$ cat src/rtl/uop_pkg.sv
// Package: shared widths, field codes and decoded select types for the
// micro-operation executor. Assumes three 3-bit fields per operation word.
package uop_pkg;
    localparam int FIELD_W = 3;

    // Field A codes
    typedef enum logic [2:0] {
        A_NOP = 3'd0, A_ADD = 3'd1, A_CLR = 3'd2, A_INC = 3'd3,
        A_MOVDR = 3'd4, A_ARDR = 3'd5, A_ARPC = 3'd6, A_MEMWR = 3'd7
    } a_op_e;

    // Field B codes
    typedef enum logic [2:0] {
        B_NOP = 3'd0, B_SUB = 3'd1, B_OR = 3'd2, B_AND = 3'd3,
        B_MEMRD = 3'd4, B_DRAC = 3'd5, B_DRINC = 3'd6, B_DRPC = 3'd7
    } b_op_e;

    // Field C codes
    typedef enum logic [2:0] {
        C_NOP = 3'd0, C_XOR = 3'd1, C_NOT = 3'd2, C_SHL = 3'd3,
        C_SHR = 3'd4, C_PCINC = 3'd5, C_PCAR = 3'd6, C_RSV = 3'd7
    } c_op_e;

    typedef enum logic [3:0] {
        ACF_HOLD, ACF_ADD, ACF_CLR, ACF_INC, ACF_MOV, ACF_SUB, ACF_OR,
        ACF_AND, ACF_XOR, ACF_NOT, ACF_SHL, ACF_SHR
    } ac_fn_e;

    typedef enum logic [2:0] {DRS_HOLD, DRS_MEM, DRS_AC, DRS_INC, DRS_PC} dr_sel_e;
    typedef enum logic [1:0] {ARS_HOLD, ARS_DR, ARS_PC} ar_sel_e;
    typedef enum logic [1:0] {PCS_HOLD, PCS_INC, PCS_AR} pc_sel_e;
endpackage

$ cat src/rtl/uop_decode.sv
// Module: uop_decode
// Turns the three operation fields into one select per register plus the
// memory strobes. Assumes fields are known each cycle; AC conflicts are
// resolved with field C over field B over field A.
module uop_decode
    import uop_pkg::*;
(
    input  logic [FIELD_W-1:0] fa,
    input  logic [FIELD_W-1:0] fb,
    input  logic [FIELD_W-1:0] fc,
    output ac_fn_e             ac_fn,
    output dr_sel_e            dr_sel,
    output ar_sel_e            ar_sel,
    output pc_sel_e            pc_sel,
    output logic               dec_we,
    output logic               dec_re
);
    ac_fn_e fn_a, fn_b, fn_c;

    // Field A: AC function, AR select, write strobe
    always_comb begin
        fn_a   = ACF_HOLD;
        ar_sel = ARS_HOLD;
        dec_we = 1'b0;
        case (a_op_e'(fa))
            A_ADD:   fn_a = ACF_ADD;
            A_CLR:   fn_a = ACF_CLR;
            A_INC:   fn_a = ACF_INC;
            A_MOVDR: fn_a = ACF_MOV;
            A_ARDR:  ar_sel = ARS_DR;
            A_ARPC:  ar_sel = ARS_PC;
            A_MEMWR: dec_we = 1'b1;
            default: fn_a = ACF_HOLD;
        endcase
    end

    // Field B: AC function, DR select, read strobe
    always_comb begin
        fn_b   = ACF_HOLD;
        dr_sel = DRS_HOLD;
        dec_re = 1'b0;
        case (b_op_e'(fb))
            B_SUB:   fn_b = ACF_SUB;
            B_OR:    fn_b = ACF_OR;
            B_AND:   fn_b = ACF_AND;
            B_MEMRD: begin dr_sel = DRS_MEM; dec_re = 1'b1; end
            B_DRAC:  dr_sel = DRS_AC;
            B_DRINC: dr_sel = DRS_INC;
            B_DRPC:  dr_sel = DRS_PC;
            default: fn_b = ACF_HOLD;
        endcase
    end

    // Field C: AC function and PC select; reserved code is a no-op
    always_comb begin
        fn_c   = ACF_HOLD;
        pc_sel = PCS_HOLD;
        case (c_op_e'(fc))
            C_XOR:   fn_c = ACF_XOR;
            C_NOT:   fn_c = ACF_NOT;
            C_SHL:   fn_c = ACF_SHL;
            C_SHR:   fn_c = ACF_SHR;
            C_PCINC: pc_sel = PCS_INC;
            C_PCAR:  pc_sel = PCS_AR;
            default: fn_c = ACF_HOLD;
        endcase
    end

    // AC arbitration: C before B before A
    always_comb begin
        if (fn_c != ACF_HOLD)      ac_fn = fn_c;
        else if (fn_b != ACF_HOLD) ac_fn = fn_b;
        else                       ac_fn = fn_a;
    end
endmodule

$ cat src/rtl/uop_acc_unit.sv
// Module: uop_acc_unit
// Holds the accumulator and its function unit. Assumes one decoded
// function per cycle; arithmetic wraps at DATA_W bits, shifts fill zero.
module uop_acc_unit
    import uop_pkg::*;
#(
    parameter int DATA_W = 16
) (
    input  logic              clk,
    input  logic              rst_n,
    input  ac_fn_e            ac_fn,
    input  logic [DATA_W-1:0] dr_q,
    output logic [DATA_W-1:0] ac_q
);
    localparam logic [DATA_W-1:0] ONE = DATA_W'(1);
    logic [DATA_W-1:0] ac_d;

    // Next accumulator value for the selected function
    always_comb begin
        case (ac_fn)
            ACF_ADD: ac_d = ac_q + dr_q;
            ACF_CLR: ac_d = '0;
            ACF_INC: ac_d = ac_q + ONE;
            ACF_MOV: ac_d = dr_q;
            ACF_SUB: ac_d = ac_q - dr_q;
            ACF_OR:  ac_d = ac_q | dr_q;
            ACF_AND: ac_d = ac_q & dr_q;
            ACF_XOR: ac_d = ac_q ^ dr_q;
            ACF_NOT: ac_d = ~ac_q;
            ACF_SHL: ac_d = {ac_q[DATA_W-2:0], 1'b0};
            ACF_SHR: ac_d = {1'b0, ac_q[DATA_W-1:1]};
            default: ac_d = ac_q;
        endcase
    end

    // Accumulator register with synchronous reset
    always_ff @(posedge clk) begin
        if (!rst_n) ac_q <= '0;
        else        ac_q <= ac_d;
    end

    AST_AC_HOLD: assert property (@(posedge clk) disable iff (!rst_n)
        ac_fn == ACF_HOLD |=> $stable(ac_q));
    AST_AC_CLEAR: assert property (@(posedge clk) disable iff (!rst_n)
        ac_fn == ACF_CLR |=> ac_q == '0);
    AST_AC_INVERT: assert property (@(posedge clk) disable iff (!rst_n)
        ac_fn == ACF_NOT |=> ac_q == ~$past(ac_q));
endmodule

$ cat src/rtl/uop_dr_unit.sv
// Module: uop_dr_unit
// Holds the data register. Assumes mem_rdata is valid in any cycle that
// selects a memory load; the partial PC load keeps the upper bits.
module uop_dr_unit
    import uop_pkg::*;
#(
    parameter int DATA_W = 16,
    parameter int ADDR_W = 11
) (
    input  logic              clk,
    input  logic              rst_n,
    input  dr_sel_e           dr_sel,
    input  logic [DATA_W-1:0] ac_q,
    input  logic [ADDR_W-1:0] pc_q,
    input  logic [DATA_W-1:0] mem_rdata,
    output logic [DATA_W-1:0] dr_q
);
    localparam int UP_W = DATA_W - ADDR_W;
    logic [DATA_W-1:0] dr_d;

    // Next data register value
    always_comb begin
        case (dr_sel)
            DRS_MEM: dr_d = mem_rdata;
            DRS_AC:  dr_d = ac_q;
            DRS_INC: dr_d = dr_q + DATA_W'(1);
            DRS_PC:  dr_d = {dr_q[DATA_W-1 -: UP_W], pc_q};
            default: dr_d = dr_q;
        endcase
    end

    // Data register with synchronous reset
    always_ff @(posedge clk) begin
        if (!rst_n) dr_q <= '0;
        else        dr_q <= dr_d;
    end

    AST_DR_MEM_LOAD: assert property (@(posedge clk) disable iff (!rst_n)
        dr_sel == DRS_MEM |=> dr_q == $past(mem_rdata));
    AST_DR_UPPER_KEPT: assert property (@(posedge clk) disable iff (!rst_n)
        dr_sel == DRS_PC |=> dr_q[DATA_W-1 -: UP_W] == $past(dr_q[DATA_W-1 -: UP_W]));
endmodule

$ cat src/rtl/uop_addr_unit.sv
// Module: uop_addr_unit
// Holds the address register and program counter. Assumes DATA_W is at
// least ADDR_W; the PC increment wraps at ADDR_W bits.
module uop_addr_unit
    import uop_pkg::*;
#(
    parameter int DATA_W = 16,
    parameter int ADDR_W = 11
) (
    input  logic              clk,
    input  logic              rst_n,
    input  ar_sel_e           ar_sel,
    input  pc_sel_e           pc_sel,
    input  logic [DATA_W-1:0] dr_q,
    output logic [ADDR_W-1:0] ar_q,
    output logic [ADDR_W-1:0] pc_q
);
    logic [ADDR_W-1:0] ar_d, pc_d;

    // Next address register value
    always_comb begin
        case (ar_sel)
            ARS_DR:  ar_d = dr_q[ADDR_W-1:0];
            ARS_PC:  ar_d = pc_q;
            default: ar_d = ar_q;
        endcase
    end

    // Next program counter value
    always_comb begin
        case (pc_sel)
            PCS_INC: pc_d = pc_q + ADDR_W'(1);
            PCS_AR:  pc_d = ar_q;
            default: pc_d = pc_q;
        endcase
    end

    // AR and PC registers with synchronous reset
    always_ff @(posedge clk) begin
        if (!rst_n) begin
            ar_q <= '0;
            pc_q <= '0;
        end else begin
            ar_q <= ar_d;
            pc_q <= pc_d;
        end
    end

    AST_PC_STEP: assert property (@(posedge clk) disable iff (!rst_n)
        pc_sel == PCS_INC |=> pc_q == ADDR_W'($past(pc_q) + 1'b1));
    AST_AR_FROM_PC: assert property (@(posedge clk) disable iff (!rst_n)
        ar_sel == ARS_PC |=> ar_q == $past(pc_q));
    AST_AR_HOLD: assert property (@(posedge clk) disable iff (!rst_n)
        ar_sel == ARS_HOLD |=> $stable(ar_q));
endmodule

$ cat src/rtl/uop_exec.sv
// Module: uop_exec
// Top of the micro-operation executor: decodes three fields per cycle and
// commits their transfers together. Assumes an external memory that returns
// read data combinationally from mem_addr.
module uop_exec
    import uop_pkg::*;
#(
    parameter int DATA_W = 16,
    parameter int ADDR_W = 11
) (
    input  logic                 clk,
    input  logic                 rst_n,
    input  logic [3*FIELD_W-1:0] uop_fields,
    output logic [ADDR_W-1:0]    mem_addr,
    output logic                 mem_we,
    output logic                 mem_re,
    output logic [DATA_W-1:0]    mem_wdata,
    input  logic [DATA_W-1:0]    mem_rdata,
    output logic [DATA_W-1:0]    ac_out,
    output logic [DATA_W-1:0]    dr_out,
    output logic [ADDR_W-1:0]    ar_out,
    output logic [ADDR_W-1:0]    pc_out,
    output logic                 st_dr_msb,
    output logic                 st_ac_msb,
    output logic                 st_ac_zero
);
    logic [FIELD_W-1:0] fa, fb, fc;
    ac_fn_e  ac_fn;
    dr_sel_e dr_sel;
    ar_sel_e ar_sel;
    pc_sel_e pc_sel;
    logic dec_we, dec_re;
    logic [DATA_W-1:0] ac_q, dr_q;
    logic [ADDR_W-1:0] ar_q, pc_q;

    // Split the operation word into its three fields
    assign fa = uop_fields[3*FIELD_W-1 -: FIELD_W];
    assign fb = uop_fields[2*FIELD_W-1 -: FIELD_W];
    assign fc = uop_fields[FIELD_W-1:0];

    uop_decode u_dec (
        .fa(fa), .fb(fb), .fc(fc),
        .ac_fn(ac_fn), .dr_sel(dr_sel), .ar_sel(ar_sel), .pc_sel(pc_sel),
        .dec_we(dec_we), .dec_re(dec_re)
    );

    uop_acc_unit #(.DATA_W(DATA_W)) u_acc (
        .clk(clk), .rst_n(rst_n), .ac_fn(ac_fn), .dr_q(dr_q), .ac_q(ac_q)
    );

    uop_dr_unit #(.DATA_W(DATA_W), .ADDR_W(ADDR_W)) u_dr (
        .clk(clk), .rst_n(rst_n), .dr_sel(dr_sel), .ac_q(ac_q), .pc_q(pc_q),
        .mem_rdata(mem_rdata), .dr_q(dr_q)
    );

    uop_addr_unit #(.DATA_W(DATA_W), .ADDR_W(ADDR_W)) u_addr (
        .clk(clk), .rst_n(rst_n), .ar_sel(ar_sel), .pc_sel(pc_sel),
        .dr_q(dr_q), .ar_q(ar_q), .pc_q(pc_q)
    );

    // Memory port: address from AR, data from DR, strobes gated by reset
    assign mem_addr  = ar_q;
    assign mem_wdata = dr_q;
    assign mem_we    = rst_n & dec_we;
    assign mem_re    = rst_n & dec_re;

    // Register and status outputs for the sequencer
    assign ac_out     = ac_q;
    assign dr_out     = dr_q;
    assign ar_out     = ar_q;
    assign pc_out     = pc_q;
    assign st_dr_msb  = dr_q[DATA_W-1];
    assign st_ac_msb  = ac_q[DATA_W-1];
    assign st_ac_zero = (ac_q == '0);

    AST_RESET_STATE: assert property (@(posedge clk)
        !rst_n |=> (ac_q == '0 && dr_q == '0 && ar_q == '0 && pc_q == '0));
    AST_RESERVED_IDLE: assert property (@(posedge clk) disable iff (!rst_n)
        (fa == '0 && fb == '0 && fc == FIELD_W'(7)) |=>
        ($stable(ac_q) && $stable(dr_q) && $stable(ar_q) && $stable(pc_q)));
    AST_C_OVER_A: assert property (@(posedge clk) disable iff (!rst_n)
        (fc == FIELD_W'(2) && fb == '0 && fa == FIELD_W'(2)) |=> ac_q == ~$past(ac_q));
    AST_PARALLEL_COPY: assert property (@(posedge clk) disable iff (!rst_n)
        (fb == FIELD_W'(5) && fa == FIELD_W'(3)) |=> dr_q == $past(ac_q));
endmodule

$ cat config.mk
export PLATFORM = sky130hd
export DESIGN_NAME = uop_exec
export DESIGN_NICKNAME = d
export VERILOG_FILES = /design/src/rtl/uop_pkg.sv /design/src/rtl/uop_decode.sv /design/src/rtl/uop_acc_unit.sv /design/src/rtl/uop_dr_unit.sv /design/src/rtl/uop_addr_unit.sv /design/src/rtl/uop_exec.sv
export SDC_FILE = /design/constraint.sdc
export NUM_CORES = 1
export LEC_CHECK = 0
export ABC_CLOCK_PERIOD_IN_PS = 5050
export BUFFER_PORTS_ARGS = -buffer_cell sky130_fd_sc_hd__buf_2
export CAP_MARGIN = 25
export CORE_AREA = 2 2 105 107
export CTS_BUF_LIST = sky130_fd_sc_hd__clkbuf_8 sky130_fd_sc_hd__clkbuf_16
export CTS_CLUSTER_DIAMETER = 200
export CTS_CLUSTER_SIZE = 10
export DETAILED_ROUTE_END_ITERATION = 10
export DIE_AREA = 0 0 107 109
export PLACE_DENSITY = 0.9
export SYNTH_ARGS = -nofsm -noshare
export SYNTH_HDL_FRONTEND = slang
export SYNTH_SLANG_ARGS = --single-unit
$ cat constraint.sdc
create_clock -name clk -period 5.05 [get_ports clk]
set_input_delay 0.2525 -clock clk [delete_from_list [all_inputs] [get_ports clk]]
set_output_delay 0.2525 -clock clk [all_outputs]
set_load 0.1 [all_outputs]
# Word level (Yosys, flattened, before mapping)
# Cells that the tools add are included.
# totals
in_bits	27
output_inout_bits	86
regBits	54
elab_cells	79
# classes
bitwise	7
n_eq_ne	39
addsub	5
muxes	14
n_reduce_logical	9
# ops
op	n
one-hot mux 16 bit (11 select lines)	1
one-hot mux 16 bit (4 select lines)	1
one-hot mux 11 bit (2 select lines)	2
equality test 3 bit, second input constant	12
adder 16 x 1 -> 16 bit, second input constant	2
equality test 3 x 2 -> 1 bit, second input constant	8
one-hot mux 3 bit (4 select lines)	2
adder 16 bit	1
bitwise AND 16 bit	1
equality test 4 x 3 -> 1 bit, second input constant	4
equality test 4 bit, second input constant	4
zero test 16 bit	1
inverter 16 bit	1
bitwise OR 16 bit	1
one-hot mux 4 bit (4 select lines)	1
subtractor 16 bit	1
bitwise XOR 16 bit	1
equality test 3 x 1 -> 1 bit, second input constant	4
nonzero test 4 bit	3
adder 11 x 1 -> 11 bit, second input constant	1
nonzero test 11 bit	1
one-hot mux 3 bit (3 select lines)	1
equality test 4 x 2 -> 1 bit, second input constant	2
one-hot mux 2 bit (2 select lines)	2
other kinds (11)	16

# Logic depth before layout (Yosys ltp)
# Gate-level depths: netlist of the first run.
# depth
depth_word	7
ltp_mapped	17
ltp_nobuf	15

# Hierarchy
# Synthesis of the first run repeated with hierarchy kept, for this count alone.
# hier_totals
cells_unflattened	853
area_unflattened_um2	6236.0
# by_module_without_submodules
mod	n_inst	cells_per_inst	area_per_inst_um2	seq_area_each_um2
uop_acc_unit	1	446	3200.6	320.3
uop_dr_unit	1	184	1300.0	320.3
uop_addr_unit	1	154	1247.4	440.4
uop_exec	1	36	264.0	0.0
uop_decode	1	33	224.0	0.0

# Worst setup path after synthesis of the first run
# No wires, ideal clock.
# synth_path
kind	reg2reg
startpoint	reg u_dr.dr_q[4]
endpoint	reg u_acc.ac_q[15]
synth_period_minus_slack_ns	3.899
n_path_buf	1
required_time_ns	4.980
path_slack_ns	1.151
setup_ns	0.070
path_stages_with_launch	16
arrival_ns	3.829
cell_sequence	dfxtp_1 buf_6 or4_4 or3_1 or2_4 o41ai_4 xnor2_1 nor2_2 ha_1 a21oi_1 o221ai_1 a41oi_1 o31a_1 a211oi_1 nand3b_1 a21oi_1
# synth_between
elab_chain_cells	2
elab_cells_between_ends	3
classes_between	add/sub: 2; mux: 1
# synth_lines
item	line	rtl
from (decl)	uop_dr_unit.sv:16	output logic [DATA_W-1:0] dr_q
from (signal assigned)	uop_dr_unit.sv:35	else dr_q <= dr_d;
subtractor 16 bit / adder 16 bit (equally long branches)	uop_acc_unit.sv:25, uop_acc_unit.sv:21	
one-hot mux 16 bit (11 select lines) (*)	uop_acc_unit.sv:20	case (ac_fn)
to (signal assigned)	uop_acc_unit.sv:38	if (!rst_n) ac_q <= '0;
to (signal assigned)	uop_acc_unit.sv:39	else ac_q <= ac_d;
to (decl)	uop_acc_unit.sv:13	output logic [DATA_W-1:0] ac_q
# Mark *: on every way between the ends. The rest lies on a longest branch, timed or not.
# A chain may end at the register's enable or synchronous reset.

# Worst setup path after layout of the first run
# layout_path
startpoint	in uop_fields[0]
endpoint	reg u_acc.ac_q[13]
# layout_between
elab_chain_cells	6
elab_cells_between_ends	20
classes_between	eq/ne: 15; mux: 3; reduce/logical: 2
# layout_lines
item	line	rtl
from (decl)	uop_exec.sv:13	input logic [3*FIELD_W-1:0] uop_fields,
equality test 3 bit, or another cell as far along	uop_decode.sv:58	case (c_op_e'(fc))
one-hot mux 4 bit (4 select lines) (*)	uop_decode.sv:58	
nonzero test 4 bit	uop_decode.sv:71	if (fn_c != ACF_HOLD) ac_fn = fn_c;
2-to-1 mux 4 bit (*)	uop_decode.sv:71	
equality test 4 bit, or another cell as far along	uop_acc_unit.sv:20	
one-hot mux 16 bit (11 select lines) / nonzero test 11 bit (equally long branches)	n/a	
# Marks and branches as above.

==> results of run 1 <==
power breakdown:
| group | switching, mW | internal, mW | total (mW) | leakage, nW |
|---|---|---|---|---|
| clock | 0.175 | 0.103 | 0.278 | 0.0491 |
| combinational | 0.795 | 0.380 | 1.18 | 2.22 |
| sequential | 0.115 | 0.461 | 0.576 | 0.440 |
worst max path at each step:
stage                endpoint  slack (ns)     startpoint  depth (start not counted)
6_report       u_acc.ac_q[13]        1.01  uop_fields[0]                         15
5_1_grt        u_acc.ac_q[15]        0.55  uop_fields[3]                         13
4_1_cts        u_acc.ac_q[15]        1.10  uop_fields[0]                         15
3_5_place_dp   u_acc.ac_q[13]        0.77  uop_fields[0]                         15
3_3_place_gp   u_acc.ac_q[13]        0.82  uop_fields[0]                         15
2_1_floorplan  u_acc.ac_q[15]        1.15   u_dr.dr_q[4]                         15
cell families (layout without fill, tap and decap cells):
group                      after synthesis  after routing
AOI/OAI and AO/OA                      227            227
xor gates and xnor gates                36             36
adders and majority gates               53             53
buffers and inverters                  126            166
DFF                                     54             54
muxes                                   36             36
and+or+nand+nor                        251            251
cell usage in the layout, fill, tap and decap left out, types with 9 or more instances in the layout:
cell / instances
a21oi_1: 49
a221oi_1: 10
a22oi_1: 14
a31oi_1: 9
and2_1: 22
buf_2: 112
dfxtp_1: 54
ha_1: 52
inv_1: 41
mux2i_1: 26
mux4_2: 10
nand2_1: 55
nand3_1: 13
nor2_1: 73
nor2b_1: 17
nor3_1: 10
o21ai_0: 64
o22ai_1: 15
xnor2_1: 33
routing by layer:
metal | routed length (µm) | vias to the layer above | global-route usage (%)
li1 | - | 2864 | -
met1 | 7340 | 2776 | 40.5
met2 | 8070 | 386 | 50.6
met3 | 1900 | 56 | 4.54
met4 | 521 | 0 | 9.65
met5 | 0 | - | 0
state kept, by name, summed over array words and instances, names as in the netlist:
| register | cells |
|---|---|
| u_acc.ac_q | 16 |
| u_addr.ar_q | 11 |
| u_addr.pc_q | 11 |
| u_dr.dr_q | 16 |
layout make-up:
type | instances | area [µm²] | area share (%)
Sequential cell | 54 | 1080 | 17.1
Inverter | 41 | 154 | 2.43
Clock buffer | 5 | 68.8 | 1.09
Timing Repair Buffer | 117 | 598 | 9.44
Multi-Input combinational cell | 603 | 4230 | 66.8
Tap cell | 140 | 175 | 2.77
Clock inverter | 3 | 26.3 | 0.415
stage by stage:
stage / area, µm² / total power, mW / hold WS, ns / utilization [%] / worst slack (ns)
floorplan: 5960 / 1.53 / 0.487 / - / 1.15
global placement: 6240 / 1.72 / 0.584 / 58.8 / 0.822
detailed placement: 6240 / 1.74 / 0.600 / 58.8 / 0.769
CTS: 6330 / 2.01 / 0.309 / 59.7 / 1.10
global route: 6330 / 2.14 / 0.364 / 59.7 / 0.548
finish: 6330 / 2.03 / 0.307 / 59.7 / 1.01
worst min-delay path: stages:
cell and delay, ns:
buf_2 0.09, o21ai_0 0.17, a211oi_1 0.07
==> results.toml, run 1 <==
[placement]
io_buffers = 112
gp_congestion = 0.977
hpwl_mm = 12.9
dpl.cell_count = 955

[power_and_ir_drop]
power_density_mw_per_mm2 = 320
p_leak_nw = 2.71
vdd.ir_drop.worst_mv = 0.212

[clocking]
clockBufferDepth = 2
cts_tree = "done"
holdBufCountCts = 0
cts_setup_buffers = 0
post_cts_resized = 0
numCtsBuffers = 5
clock_latency_ns = 0.32
clk_pin_slew_ns = 0.12
cts_root_buffer = "clkbuf_8"
htreeDepth = 2
cts_sinks = 54

[sta]
slew_viol_final = 0
slew_headroom_pct = 33.1
max_freq_mhz = 248
clock_skew_ns = 0.0104
setup_tns_ns = 0
setup_violations = 0
min_period_over_period_pct = 79.9
fin_crit_ns = 4.04
rsz0062_at_grt = "no"
max_slew.worst_pin.slew_ns = 0.999
hold_viol_final = 0

[layout]
drive_gt1_share_pct = 19.0
antenna_cells = 0
stdcell_count = 963
areaGrowthSynthToFinish_pct = 6.28
layout.nets = 902
fill_cells = 988

[worst_hold_path]
whs_endpoint = "u_dr.dr_q[12]"
hold_path.class = "input pin to register"
hold_path_depth = 3
min_from = "mem_rdata[12]"

[setup_path]
slowest_stage = "nor3b_1"
cp_num_buf_inv = 1
end_kind = "register"
worst_r2r_path_depth = 14
rr_startpoint = "u_dr.dr_q[3]"
crit_family = "compound AO/OA/AOI/OAI gates"
reg2reg_to = "u_acc.ac_q[15]"
crit_path_cell_trace = "buf_2, o21ai_0, a2bb2o_4, or2_1, o31ai_1, xnor2_1, nor2_1, ha_1, a21oi_1, nor3b_1, a21oi_1, or2_2, a31oi_1, xor2_1, a21oi_1"
crit_type = "input pin to register"
r2r_slack_ns = 1.12
critPathMaxFanout = 34
critPathLaunchType = "input pin"
path_common_cell = "a21oi_1"
worstPathArrival_ns = 4.23
cpPeakStageDelay_ns = 0.51
cp.required_ns = 5.24

[logic_synthesis]
synth_xor_area_share_pct = 5.29
avgSynthCellArea_um2 = 7.61
synth_warnings = 0
synth_cell_types = 71
synth_async_sr_flop_share_pct = 0
synthAdderAreaFrac_pct = 11.3
synth_area_leaders = "dfxtp_1 18%, ha_1 11%, o21ai_0 5.4%, buf_4 4.9%, xnor2_1 4.9%"
post-synth-top-count-cell = "nor2_1"
synth_nets = 863
synth-compound-area-share_pct = 25.0
syn-instance-count = 783
ys.flop_type = "dfxtp_1"
seq_area_frac_synth_pct = 18.1
synth_area_mm2 = 0.00596
yosys.area.top_type = "dfxtp_1"
synth_top_family_by_area = "compound AO/OA/AOI/OAI gates"
yosys.area_share.simple_pct = 21.3
synth_edf_count = 0
synth.top_cell.area_share_pct = 18.1
ys_ff_latch = 54
netlist_top_cells_count = "73 x nor2_1, 64 x o21ai_0, 55 x nand2_1"
synth.mux.area_fraction_pct = 8.15

[route]
routed_wl_mm = 17.8
drc_errors = 0
firstDrtPassIters = 5
antenna_left = 0
viasPerCell = 6.32
vias = 6082
drt_iter0_drc = 585
wl_per_cell_um = 18.5

[global_route]
grt_pass1_wl_mm = 28.3
grt.total_usage_pct = 30.3
grt_pass1_vias = 5492
grt_start_max_net_pins = 59
antenna_found_initial = 0
gr-total-overflow = 0

[floorplanning]
die_area_mm2 = 0.0117
rows = 38
core_area_mm2 = 0.0106
die_w_um = 107
die_y_um = 109
ioPinCount = 113
initial_core_util_pct = 56.2

[run]
drv_cap = 0

[status]
status = "completed"
No activity file was read; power rests on OpenSTA's default activity.
==> inputs of run 2 (changes only) <==
ABC_CLOCK_PERIOD_IN_PS = 3900   (was 5050)
clock period = 3.9 ns   (was 5.05 ns; I/O delays follow)
==> run 2 against run 1 <==
Against the previous run:
- register-to-register slack lost 0.91 ns
- cell count grew 2.5%
- non-clock buffer count grew 24
- die area is the same
- hold slack lost 0.043 ns
- worst setup slack lost 0.80 ns
- global-route usage grew 1.1 points
- total power grew 32%
- largest cell class unchanged
- highest routed layer unchanged
==> results.toml, run 2 (synthesis gave the netlist of run 1 again) <==
[route]
viasPerCell = 6.35
drt_iter0_drc = 578
vias = 6270
antenna_left = 0
firstDrtPassIters = 8
wl_per_cell_um = 18.6
routed_wl_mm = 18.4
drc_errors = 0

[layout]
antenna_cells = 0
drive_gt1_share_pct = 21.3
areaGrowthSynthToFinish_pct = 9.32
fin_util_pct = 61.4
layout.nets = 926
final_cell_mix = "112 x buf_2, 73 x nor2_1, 64 x o21ai_0, 55 x nand2_1, 54 x dfxtp_1"
final_common_cell = "buf_2"
fill_cells = 939
largest_registers = "u_acc.ac_q (16), u_dr.dr_q (16)"

[floorplanning]
initial_core_util_pct = 56.2
die_area_mm2 = 0.0117
rows = 38
die_y_um = 109
die_w_um = 107
core_area_mm2 = 0.0106
ioPinCount = 113

[setup_path]
crit_start = "u_dr.dr_q[2]"
crit_type = "register to register"
critPathLaunchType = "register"
rr_startpoint = "u_dr.dr_q[2]"
worstPathArrival_ns = 3.94
cp.required_ns = 4.16
end_kind = "register"
critPathMaxFanout = 5

[clocking]
holdBufCountCts = 0
numCtsBuffers = 5
clock_latency_ns = 0.33
clockBufferDepth = 2
clk_pin_slew_ns = 0.12
cts_root_buffer = "clkbuf_8"
cts_tree = "done"
htreeDepth = 2
post_cts_resized = 0
cts_setup_buffers = 0
cts_sinks = 54

[sta]
rsz0062_at_grt = "no"
slew_headroom_pct = 29.8
slew_viol_final = 0
clock_skew_ns = 0.0108
setup_tns_ns = 0
hold_viol_final = 0
max_slew.worst_pin.slew_ns = 1.05
min_period_over_period_pct = 94.5
max_freq_mhz = 271
fin_crit_ns = 3.69
setup_violations = 0

[power_and_ir_drop]
vdd.ir_drop.worst_mv = 0.342
p_clk_share_pct = 13.8
sequentialPowerShare_pct = 27.2
power_density_mw_per_mm2 = 410
switchingPower_mw = 1.43
p_leak_nw = 2.83
p_comb_share_pct = 59.0
swShare_pct = 53.5
internal_power_mw = 1.24

[global_route]
grt_pass1_vias = 5714
gr-total-overflow = 0
grt_start_max_net_pins = 39
grt.total_usage_pct = 31.4
grt_pass1_wl_mm = 29.3
antenna_found_initial = 0

[status]
status = "completed"

[worst_hold_path]
hold_path.class = "input pin to register"
min_from = "uop_fields[4]"

[run]
drv_cap = 0

[placement]
gp_congestion = 1.01
io_buffers = 112
hpwl_mm = 13.5
==> run 2: changes by cell type in the layout (fill, tap and decap cells not counted) <==
cell / delta
clkinvlp_4: +1
inv_8: +1
clkinv_4: -1
inv_6: -1
buf_4: +24
==> run 2: through the flow <==
stage / worst slack (ns) / instances / hold slack, ns / power [mW] / cell area [µm²]
floorplan: 0.00110 / 783 / 0.430 / 1.98 / 5960
global placement: 0.138 / 979 / 0.580 / 2.26 / 6420
finish: 0.214 / 987 / 0.264 / 2.67 / 6510
global route: 0.0280 / 987 / 0.268 / 2.81 / 6510
CTS: 0.273 / 987 / 0.258 / 2.64 / 6510
detailed placement: 0.0491 / 979 / 0.596 / 2.28 / 6420
==> run 2: power by group through the flow <==
stage                     combinational, mW  clock, mW  sequential, mW
after global routing                   1.69      0.385           0.732
after CTS                              1.55      0.366           0.721
after floorplan                       0.969          0            1.01
final                                  1.58      0.368           0.727
after detailed placement               1.54          0           0.734
after global placement                 1.53          0           0.731
==> run 2: worst max-delay path, cell delays in order, from the launching register on <==
cell and delay [ns]:
dfxtp_1 0.34, or4_4 0.55, or3_1 0.35, or2_4 0.29, o41ai_4 0.23, xnor2_1 0.17, nor2_2 0.05, ha_1 0.33
a21oi_1 0.35, o221ai_1 0.17, a41oi_1 0.18, o31a_1 0.18, a211oi_1 0.07, nand3b_1 0.17, a21oi_1 0.20
==> run 2: final cells by class <==
| cell class | instances | area, µm² | area share, % |
|---|---|---|---|
| inverter | 41 | 154 | 2.36 |
| sequential | 54 | 1080 | 16.6 |
| timing repair buffer | 141 | 778 | 11.9 |
| clock buffer | 5 | 68.8 | 1.06 |
| clock inverter | 3 | 27.5 | 0.423 |
| tap | 140 | 175 | 2.69 |
| multi-input combinational | 603 | 4230 | 64.9 |
==> run 2: per-layer routing <==
| metal | wire length [µm] | vias up | part of all wire (%) | track usage (%) |
|---|---|---|---|---|
| met5 | 0 | - | 0 | 0 |
| met4 | 703 | 0 | 3.8 | 10.9 |
| met3 | 1810 | 73 | 9.9 | 4.84 |
| met2 | 8340 | 397 | 45 | 51.5 |
| met1 | 7510 | 2896 | 41 | 42.3 |
| li1 | - | 2904 | - | - |
==> run 2: path summary, 6_finish.rpt <==
kind	slack, ns	to	cells after the start
setup reg to reg	0.21	u_acc.ac_q[15]	14
hold / removal	0.26	u_dr.dr_q[12]	2
hold reg to reg	0.63	u_addr.ar_q[4]	3
setup / recovery	0.21	u_acc.ac_q[15]	14
